--- config.mk ---
export PLATFORM = sky130hd
export DESIGN_NAME = alu_core
export DESIGN_NICKNAME = d
export VERILOG_FILES = /design/src/rtl/alu_pkg.sv /design/src/rtl/alu_logic_unit.sv /design/src/rtl/alu_addsub.sv /design/src/rtl/alu_result_mux.sv /design/src/rtl/alu_core.sv
export SDC_FILE = /design/constraint.sdc
export NUM_CORES = 1
export LEC_CHECK = 0
export ABC_AREA = 0
export BUFFER_PORTS_ARGS = -buffer_cell sky130_fd_sc_hd__buf_2
export CORE_ASPECT_RATIO = 1.2
export CORE_MARGIN = 3
export CORE_UTILIZATION = 39
export DETAILED_ROUTE_END_ITERATION = 12
export SETUP_SLACK_MARGIN = 0.2
export SYNTH_ARGS = -nofsm -noshare
export SYNTH_HDL_FRONTEND = slang
export SYNTH_HIERARCHICAL = 1
export SYNTH_SLANG_ARGS = --single-unit
--- constraint.sdc ---
create_clock -name vclk -period 12.7
set_clock_uncertainty 0.05 [all_clocks]
set_input_delay 1.27 -clock vclk [all_inputs]
set_output_delay 1.27 -clock vclk [all_outputs]
set_load 0.01 [all_outputs]
--- src/rtl/alu_pkg.sv ---
package alu_pkg;
  localparam logic [2:0] OP_AND = 3'b000;
  localparam logic [2:0] OP_OR  = 3'b001;
  localparam logic [2:0] OP_ADD = 3'b010;
  localparam logic [2:0] OP_SUB = 3'b110;
  localparam logic [2:0] OP_SLT = 3'b111;

  typedef enum logic [1:0] {
    SEL_LOGIC = 2'd0,
    SEL_SUM   = 2'd1,
    SEL_SIGN  = 2'd2,
    SEL_NONE  = 2'd3
  } res_sel_e;

  function automatic res_sel_e decode_sel(input logic [2:0] op);
    case (op)
      OP_AND, OP_OR:  return SEL_LOGIC;
      OP_ADD, OP_SUB: return SEL_SUM;
      OP_SLT:         return SEL_SIGN;
      default:        return SEL_NONE;
    endcase
  endfunction
endpackage

--- src/rtl/alu_logic_unit.sv ---
module alu_logic_unit #(
  parameter int W = 32
) (
  input  logic [W-1:0] a_i,
  input  logic [W-1:0] b_i,
  input  logic         sel_or_i,
  output logic [W-1:0] y_o
);
  always_comb y_o = sel_or_i ? (a_i | b_i) : (a_i & b_i);
endmodule

--- src/rtl/alu_addsub.sv ---
module alu_addsub #(
  parameter int W = 32
) (
  input  logic [W-1:0] a_i,
  input  logic [W-1:0] b_i,
  input  logic         sub_i,
  output logic [W-1:0] sum_o,
  output logic         cout_o,
  output logic         cin_msb_o
);
  localparam int LW = W - 1;

  logic [W-1:0] b_eff;
  logic [LW:0]  low_sum;   // carry into msb lands in the top bit
  logic [1:0]   msb_sum;

  always_comb begin
    b_eff     = sub_i ? ~b_i : b_i;
    low_sum   = {1'b0, a_i[LW-1:0]} + {1'b0, b_eff[LW-1:0]} + {{LW{1'b0}}, sub_i};
    cin_msb_o = low_sum[LW];
    msb_sum   = {1'b0, a_i[W-1]} + {1'b0, b_eff[W-1]} + {1'b0, cin_msb_o};
    sum_o     = {msb_sum[0], low_sum[LW-1:0]};
    cout_o    = msb_sum[1];
  end
endmodule

--- src/rtl/alu_result_mux.sv ---
module alu_result_mux
  import alu_pkg::*;
#(
  parameter int W = 32
) (
  input  logic [2:0]   op_i,
  input  logic [W-1:0] logic_y_i,
  input  logic [W-1:0] sum_i,
  input  logic         cout_i,
  input  logic         cin_msb_i,
  output logic [W-1:0] result_o,
  output logic         zero_o,
  output logic         overflow_o,
  output logic         carry_o
);
  res_sel_e sel;
  logic     ovf_raw;

  always_comb begin
    sel     = decode_sel(op_i);
    ovf_raw = cin_msb_i ^ cout_i;
    result_o   = '0;
    overflow_o = 1'b0;
    carry_o    = 1'b0;
    case (sel)
      SEL_LOGIC: result_o = logic_y_i;
      SEL_SUM: begin
        result_o   = sum_i;
        overflow_o = ovf_raw;
        carry_o    = cout_i;
      end
      SEL_SIGN: begin
        result_o[0] = sum_i[W-1];  // raw sign, no overflow correction
        overflow_o  = ovf_raw;
        carry_o     = cout_i;
      end
      default: ;
    endcase
    zero_o = ~|result_o;
  end
endmodule

--- src/rtl/alu_core.sv ---
module alu_core #(
  parameter int W = 32
) (
  input  logic [2:0]   op_i,
  input  logic [W-1:0] a_i,
  input  logic [W-1:0] b_i,
  output logic [W-1:0] result_o,
  output logic         zero_o,
  output logic         overflow_o,
  output logic         carry_o
);
  logic [W-1:0] logic_y;
  logic [W-1:0] sum;
  logic         cout;
  logic         cin_msb;

  alu_logic_unit #(.W(W)) u_logic (
    .a_i      (a_i),
    .b_i      (b_i),
    .sel_or_i (op_i[0]),
    .y_o      (logic_y)
  );

  // op_i[2] is both the B-invert and the carry-in control
  alu_addsub #(.W(W)) u_addsub (
    .a_i       (a_i),
    .b_i       (b_i),
    .sub_i     (op_i[2]),
    .sum_o     (sum),
    .cout_o    (cout),
    .cin_msb_o (cin_msb)
  );

  alu_result_mux #(.W(W)) u_mux (
    .op_i       (op_i),
    .logic_y_i  (logic_y),
    .sum_i      (sum),
    .cout_i     (cout),
    .cin_msb_i  (cin_msb),
    .result_o   (result_o),
    .zero_o     (zero_o),
    .overflow_o (overflow_o),
    .carry_o    (carry_o)
  );
endmodule

==> results of run 1 <==
-- cell type report --
cell class                      count  area share
Timing Repair Buffer              105       0.148
Tap cell                           92      0.0319
Inverter                           12      0.0125
Multi-Input combinational cell    366       0.808
-- metal layers --
metal  track usage  up-vias
met5             0        -
met2         0.386      112
met1         0.268     1575
met3       0.00477       12
li1              -     1682
met4        0.0252        0
-- through the flow --
| stage | power [mW] | hold slack [ps] | cell area [sq um] | setup slack (ps) |
|---|---|---|---|---|
| floorplan | 0.184 | 2590 | 3100 | 6420 |
| global route | 0.276 | 3010 | 3610 | 5340 |
| CTS | 0.251 | 2980 | 3610 | 5840 |
| detailed placement | 0.249 | 2970 | 3610 | 5850 |
| global placement | 0.248 | 2980 | 3610 | 5950 |
| finish | 0.252 | 2980 | 3610 | 5780 |
-- where the power goes --
group	switching, mW	internal (mW)
registers	0	0
logic	0.146	0.107
clock network	0	0
-- cell families after synthesis --
group	Yosys count	synth area share
compound gates	128	0.316
simple gates	110	0.189
fa+ha+maj	66	0.257
xor+xnor	61	0.172
buf+inv	34	0.0613
mux	1	0.00443
-- worst paths after layout --
| kind | slack (ps) | endpoint | cells after the start | start |
|---|---|---|---|---|
| max | 5780 | zero_o | 17 | op_i[2] |
| min | 2980 | result_o[9] | 4 | b_i[9] |
-- synth_stat cells (2+ instances only) --
master     number
nor3_1          5
and3_1          2
o22ai_1         4
ha_1           32
nor3b_1         4
xnor2_1        20
o31ai_1         3
o21a_1          3
o21ai_0        15
buf_1           4
nand2b_1        2
nand3_1        11
buf_6           6
a211oi_2        2
a31o_2          2
nor4_1         11
clkbuf_1        6
maj3_1          2
o21bai_1        2
fa_1            2
and2_1          8
buf_4           2
a21oi_1        29
nor2_1         21
a2111oi_0       3
a21o_2          2
o211ai_1        2
nor2b_1         3
xor2_1         41
a21o_1         17
or2_2           5
buf_2           2
nand4_1         9
inv_1          12
nand2_1        22
a22o_1         23
a211oi_1        4
a31oi_1         3
maj3_2         30
==> impl_metrics.env, run 1 <==
export IMPL_status="completed"
export IMPL_p_per_area_nw_per_um2=69.9
export IMPL_worstPathArrival_ps=5600
export IMPL_rsz0062_at_grt="false"
export IMPL_critPathMaxFanout=39
export IMPL_synth_fp_nets=501
export IMPL_p_leak_nw=1.69
export IMPL_slowest_stage="ha_1"
export IMPL_mostFrequentLayoutCell="buf_2"
export IMPL_crit_chain="buf_2 > buf_4 > xor2_1 > ha_1 > nand4_1 > nor3_1 > a211oi_2 > o31ai_1 > nand3_1 > a31o_2 > fa_1 > inv_1 > a221oi_1 > nand3_1 > o21ai_0 > and4b_1 > buf_2"
export IMPL_drtAntennaViolNets=0
export IMPL_synth_top_area_share=0.129
export IMPL_finalNonFillerCells=575
export IMPL_grt_max_degree=40
export IMPL_grt_pass1_vias=3331
export IMPL_hold_viol=0
export IMPL_syn_inst=400
export IMPL_slowest_delay_ps=520
export IMPL_wl_met2_mm=5.14
export IMPL_grt_total_usage=0.208
export IMPL_peakVddDrop_mv=0.0293
export IMPL_viasPerCell=5.88
export IMPL_drv_cap=0
export IMPL_wirelength_mm=9.87
export IMPL_cp_start_kind="primary input"
export IMPL_drive_above_1_share=0.329
export IMPL_gp_congestion=0.934
export IMPL_clock_buffers=0
export IMPL_synthTopCellsByArea="ha_1 (13%), xor2_1 (12%), maj3_2 (11%), a22o_1 (6.5%), xnor2_1 (5.6%)"
export IMPL_final_cell_mix="buf_2 (102), xor2_1 (41), ha_1 (32), maj3_2 (30), a21oi_1 (29)"
export IMPL_crit_required_ps=11380
export IMPL_cp_num_buf_inv=4
export IMPL_cp_end_kind="output port"
export IMPL_ios=102
export IMPL_top_layer_used="met4"
export IMPL_placementRows=35
export IMPL_seq_cells=0
export IMPL_yosysSeqAreaShare=0
export IMPL_nNetsFinal=586
export IMPL_drc=0
export IMPL_cts_resized=0
export IMPL_fin_util=0.468
export IMPL_criticalPathCategory="in2out"
export IMPL_fmax_mhz=145
export IMPL_post_route_min_period_ps=6920
export IMPL_path_delay_family="compound AO/OA/AOI/OAI gates"
export IMPL_slew_viol_final=0
export IMPL_regArea_sq_um=0
export IMPL_setup_viol=0
export IMPL_antenna_cells=0
export IMPL_core_sq_um=7710
export IMPL_slew_headroom=0.472
export IMPL_syn_area_sq_um=3100
export IMPL_die_area_sq_um=9070
export IMPL_worst_pin_slew_ps=792
export IMPL_grt_antenna_before_repair=0
export IMPL_period_share=0.545
export IMPL_area_delta_synth_final_pct=16.2
export IMPL_first_pass_iters=5
export IMPL_route_met3_wl_um=508
export IMPL_place_hpwl_mm=8.29
export IMPL_yosys_warnings=6
export IMPL_grt_pass1_wl_mm=15.9
export IMPL_met1Wirelength_mm=4.11
export IMPL_die_w_um=87.4
export IMPL_dp_cells=575
export IMPL_fill_cells=811
export IMPL_min_path_type="in2out"
export IMPL_drt_iter0_drc=145
export IMPL_overflow=0
export IMPL_wire_per_inst_um=17.2
export IMPL_avgSynthCellArea_sq_um=7.76
export IMPL_tns_ps=0
export IMPL_ctsHoldBuffers=0
export IMPL_io_buffers=102
export IMPL_synth_cell_types=63
export IMPL_die_h_um=104
export IMPL_yosys_area_top_type="ha_1"
export IMPL_post_cts_buffers=0
export IMPL_vias=3381
export IMPL_initial_utilization=0.403
export IMPL_multi_input_area_sq_um=2910
No activity file was read; power rests on OpenSTA's default activity.
==> run 2, diff against run 1 <==
==> constraint.sdc (replaced) <==
create_clock -name vclk -period 6.7
set_clock_uncertainty 0.05 [all_clocks]
set_input_delay 0.67 -clock vclk [all_inputs]
set_output_delay 0.67 -clock vclk [all_outputs]
set_load 0.01 [all_outputs]
==> run 2 against run 1 <==
Total power up 88%. Largest cell class unchanged. Global-route usage about the same. Critical path depth down 1. Via count down 1.1%. Routed wire length down 1.8%. Hold slack worse by 1200 ps.
==> impl_metrics.env, run 2 (synthesized netlist as in run 1, its figures left out) <==
export IMPL_status="completed"
export IMPL_ios=102
export IMPL_die_h_um=104
export IMPL_first_pass_iters=4
export IMPL_viasPerCell=5.82
export IMPL_min_from="op_i[1]"
export IMPL_ctsHoldBuffers=0
export IMPL_initial_utilization=0.403
export IMPL_final_cell_mix="buf_2 (102), xor2_1 (41), ha_1 (32), maj3_2 (30), a21oi_1 (29)"
export IMPL_post_route_min_period_ps=5670
export IMPL_hold_end="result_o[0]"
export IMPL_drc=0
export IMPL_crit_required_ps=5980
export IMPL_period_share=0.847
export IMPL_p_leak_nw=1.69
export IMPL_tns_ps=0
export IMPL_wire_per_inst_um=16.9
export IMPL_wirelength_mm=9.69
export IMPL_clock_buffers=0
export IMPL_regArea_sq_um=0
export IMPL_met1_usage=0.265
export IMPL_stdcell_area_sq_um=3610
export IMPL_setup_viol=0
export IMPL_critPathMaxFanout=26
export IMPL_seq_cells=0
export IMPL_drive_above_1_share=0.329
export IMPL_post_cts_buffers=0
export IMPL_worstPathArrival_ps=4950
export IMPL_core_sq_um=7710
export IMPL_cts_resized=0
export IMPL_grt_max_degree=35
export IMPL_fill_cells=799
export IMPL_crit_chain="buf_2 > xor2_1 > ha_1 > nand4_1 > nor3_1 > a211oi_2 > o31ai_1 > nand3_1 > a31o_2 > fa_1 > inv_1 > a221oi_1 > nand3_1 > o21ai_0 > and4b_1 > buf_2"
export IMPL_peakVddDrop_mv=0.0560
export IMPL_grt_total_usage=0.208
export IMPL_grt_pass1_vias=3376
export IMPL_mostFrequentLayoutCell="buf_2"
export IMPL_slowest_stage="buf_2"
export IMPL_slew_viol_final=0
export IMPL_multi_input_area_sq_um=2910
export IMPL_antenna_cells=0
export IMPL_drv_cap=0
export IMPL_io_buffers=102
export IMPL_cp_start_kind="primary input"
export IMPL_hold_viol=0
export IMPL_slew_headroom=0.467
export IMPL_nNetsFinal=586
export IMPL_slowest_delay_ps=530
export IMPL_p_per_area_nw_per_um2=132
export IMPL_met2_usage=0.394
export IMPL_cp_end_kind="output port"
export IMPL_min_path_cells=3
export IMPL_die_w_um=87.4
export IMPL_grt_pass1_wl_mm=16.1
export IMPL_die_area_sq_um=9070
export IMPL_grt_antenna_before_repair=0
export IMPL_min_path_type="in2out"
export IMPL_fmax_mhz=176
export IMPL_area_delta_synth_final_pct=16.2
export IMPL_gp_congestion=0.935
export IMPL_placementRows=35
export IMPL_worst_pin_slew_ps=800
export IMPL_placed_cell_area_sq_um=3610
export IMPL_drtAntennaViolNets=0
export IMPL_vias=3344
export IMPL_criticalPathCategory="in2out"
export IMPL_place_hpwl_mm=8.29
export IMPL_top_usage_layer="met2"
export IMPL_rsz0062_at_grt="false"
export IMPL_drt_iter0_drc=120
export IMPL_met3_usage=0.00716
export IMPL_overflow=0
==> run 2: cell counts in the layout (fill, tap and decap cells not counted) <==
Identical to the previous run, type by type.
==> run 2: metal layers <==
layer	part of all wire	up-vias
met5	0	-
met4	0.0057	0
met3	0.061	6
met2	0.52	102
met1	0.41	1555
li1	-	1681
==> run 2: power breakdown <==
part           switching, mW  internal [mW]  leakage, nW
sequential                 0              0            0
combinational          0.273          0.202         1.69
clock                      0              0            0
total                  0.273          0.202         1.69
==> run 2: area by class of cell <==
cell class | instances | share of cell area
Inverter | 12 | 0.0125
Tap cell | 92 | 0.0319
Timing Repair Buffer | 105 | 0.148
Multi-Input combinational cell | 366 | 0.808
==> run 2: worst max-delay path by stage <==
stage,from,end
floorplan,op_i[2],zero_o
global placement,op_i[2],zero_o
detailed placement,op_i[2],zero_o
CTS,op_i[2],zero_o
global route,op_i[2],zero_o
finish,op_i[2],zero_o
==> run 2: worst max-delay path, delay by kind of cell <==
kind | cells | cell delay (ps)
buffers and inverters | 3 | 740
XOR/XNOR | 1 | 150
AO/OA/AOI/OAI | 5 | 1300
AND/OR/NAND/NOR | 5 | 1060
adder cells (fa/ha/maj) | 2 | 1020
==> run 2: stage by stage <==
stage / hold WS (ps) / setup slack [ps] / instances / utilization / power [mW]
floorplan: 1390 / 1620 / 400 / - / 0.348
global placement: 1780 / 1150 / 575 / 0.468 / 0.470
detailed placement: 1770 / 1020 / 575 / 0.468 / 0.471
CTS: 1770 / 993 / 575 / 0.468 / 0.473
global route: 1790 / 484 / 575 / 0.468 / 0.522
finish: 1760 / 1030 / 575 / 0.468 / 0.475
==> run 3, diff against run 2 <==
==> constraint.sdc (replaced) <==
create_clock -name vclk -period 5.45
set_clock_uncertainty 0.05 [all_clocks]
set_input_delay 0.545 -clock vclk [all_inputs]
set_output_delay 0.545 -clock vclk [all_outputs]
set_load 0.01 [all_outputs]
==> run 3 against run 2 <==
Sequential cell count unchanged. Via count increased by 1.7%. Count of clock-buffer cells in the layout unchanged. Routed wire length increased by 4.3%. Final area increased by 2.7%. Global-route usage increased by 0.92 points. Hold slack got worse by 230 ps. Setup slack got worse by 550 ps. Core utilization increased by 1.2 points. Largest power group unchanged.
==> impl_metrics.env, run 3 (synthesized netlist as in run 1, its figures left out) <==
export IMPL_status="completed"
export IMPL_rsz0062_at_grt="false"
export IMPL_ios=102
export IMPL_tns_ps=0
export IMPL_drc=0
export IMPL_grt_pass1_wl_mm=16.5
export IMPL_area_delta_synth_final_pct=19.3
export IMPL_wirelength_mm=10.1
export IMPL_cp_start_kind="primary input"
export IMPL_power_clock_fraction=0
export IMPL_initial_utilization=0.403
export IMPL_drt_iter0_drc=213
export IMPL_fin_util=0.481
export IMPL_clock_buffers=0
export IMPL_min_path_cells=3
export IMPL_fmax_mhz=201
export IMPL_ctsHoldBuffers=0
export IMPL_p_leak_nw=1.74
export IMPL_setup_viol=0
export IMPL_power_switching_mw=0.344
export IMPL_grt_pass1_vias=3435
export IMPL_placementRows=35
export IMPL_grt_total_usage=0.217
export IMPL_regArea_sq_um=0
export IMPL_slew_viol_final=0
export IMPL_crit_required_ps=4860
export IMPL_die_h_um=104
export IMPL_hold_viol=0
export IMPL_combPwrFrac=1.000
export IMPL_mostFrequentLayoutCell="buf_2"
export IMPL_criticalPathCategory="in2out"
export IMPL_die_area_sq_um=9070
export IMPL_first_pass_iters=4
export IMPL_wire_per_inst_um=17.3
export IMPL_whs_ps=1530
export IMPL_io_buffers=102
export IMPL_grt_antenna_before_repair=0
export IMPL_min_path_type="in2out"
export IMPL_multi_input_area_sq_um=2930
export IMPL_stdcell_area_sq_um=3700
export IMPL_cp_endpoint="zero_o"
export IMPL_critPathMaxFanout=13
export IMPL_drive_above_1_share=0.348
export IMPL_antenna_cells=0
export IMPL_die_w_um=87.4
export IMPL_vias=3401
export IMPL_cp_startpoint="op_i[2]"
export IMPL_peakVddDrop_mv=0.0783
export IMPL_seq_cells=0
export IMPL_grt_max_degree=33
export IMPL_power_internal_mw=0.259
export IMPL_fill_cells=826
export IMPL_drv_cap=0
export IMPL_placed_cell_area_sq_um=3690
export IMPL_post_route_min_period_ps=4980
export IMPL_p_per_area_nw_per_um2=163
export IMPL_viasPerCell=5.82
export IMPL_place_hpwl_mm=8.55
export IMPL_slew_headroom=0.569
export IMPL_worst_pin_slew_ps=630
export IMPL_final_cell_mix="buf_2 (101), xor2_1 (41), ha_1 (31), maj3_2 (30), a21oi_1 (29)"
export IMPL_period_share=0.914
export IMPL_overflow=0
export IMPL_cp_end_kind="output port"
export IMPL_drtAntennaViolNets=0
export IMPL_switching_share=0.571
export IMPL_worstPathArrival_ps=4380
export IMPL_core_sq_um=7710
export IMPL_nNetsFinal=595
export IMPL_gp_congestion=0.911
export IMPL_seq_power_share=0
-- run 3: cell count changes in the layout (fill, tap and decap cells not counted) --
cell and change:
ha_2 +1, o31ai_2 +1, ha_1 -1, a221oi_1 -1
buf_12 +1, buf_2 -1, clkbuf_4 +1, o21ai_1 +1
o21ai_0 -1, a221oi_2 +1, o31ai_1 -1, buf_4 +8
-- run 3: worst min path at each step --
stage / startpoint / end / slack (ps)
after global placement: op_i[1] / result_o[0] / 1530
final: op_i[1] / result_o[0] / 1530
after CTS: op_i[1] / result_o[0] / 1530
after detailed placement: op_i[1] / result_o[0] / 1530
after global routing: op_i[1] / result_o[0] / 1550
after floorplan: op_i[2] / result_o[0] / 1140
-- run 3: timing repair --
action / CTS / global route
setup endpoints to repair: 0 / 1
resized for setup: 0 / 5
setup buffers: 0 / 0
-- run 3: metal layers --
metal  wire length (um)  part of all wire  GRT usage  vias to the layer above
li1                   -                 -          -                     1709
met1               4200              0.42      0.272                     1561
met3                498             0.049    0.00557                        6
met5                  0                 0          0                        -
met2               5360              0.53      0.416                      125
met4                 46            0.0046     0.0154                        0
-- run 3: area by class of cell --
| type | count | area share |
|---|---|---|
| multi-input combinational | 366 | 0.791 |
| tap | 92 | 0.0311 |
| timing repair buffer | 114 | 0.166 |
| inverter | 12 | 0.0122 |
-- run 3: stage by stage --
step	total power, mW	setup WS [ps]	cells
5_1_grt	0.662	196	584
3_3_place_gp	0.592	383	584
4_1_cts	0.597	267	584
2_1_floorplan	0.428	615	400
3_5_place_dp	0.593	284	584
6_report	0.603	471	584
-- run 3: worst max-delay path, stage by stage --
cell and delay, ps:
clkbuf_4 240, xor2_1 210, ha_1 400, nand2_1 170
o21a_1 230, o221ai_1 250, a211oi_2 90, o31ai_2 320
nand3_1 140, a31o_2 270, fa_1 490, inv_1 80
a221oi_2 290, nand3_1 100, o21ai_0 170, and4b_1 240
buf_2 140
-- run 3: power groups by stage --
stage	sequential, mW	clock (mW)	combinational, mW
floorplan	0	0	0.428
global placement	0	0	0.592
detailed placement	0	0	0.593
CTS	0	0	0.597
global route	0	0	0.662
finish	0	0	0.603
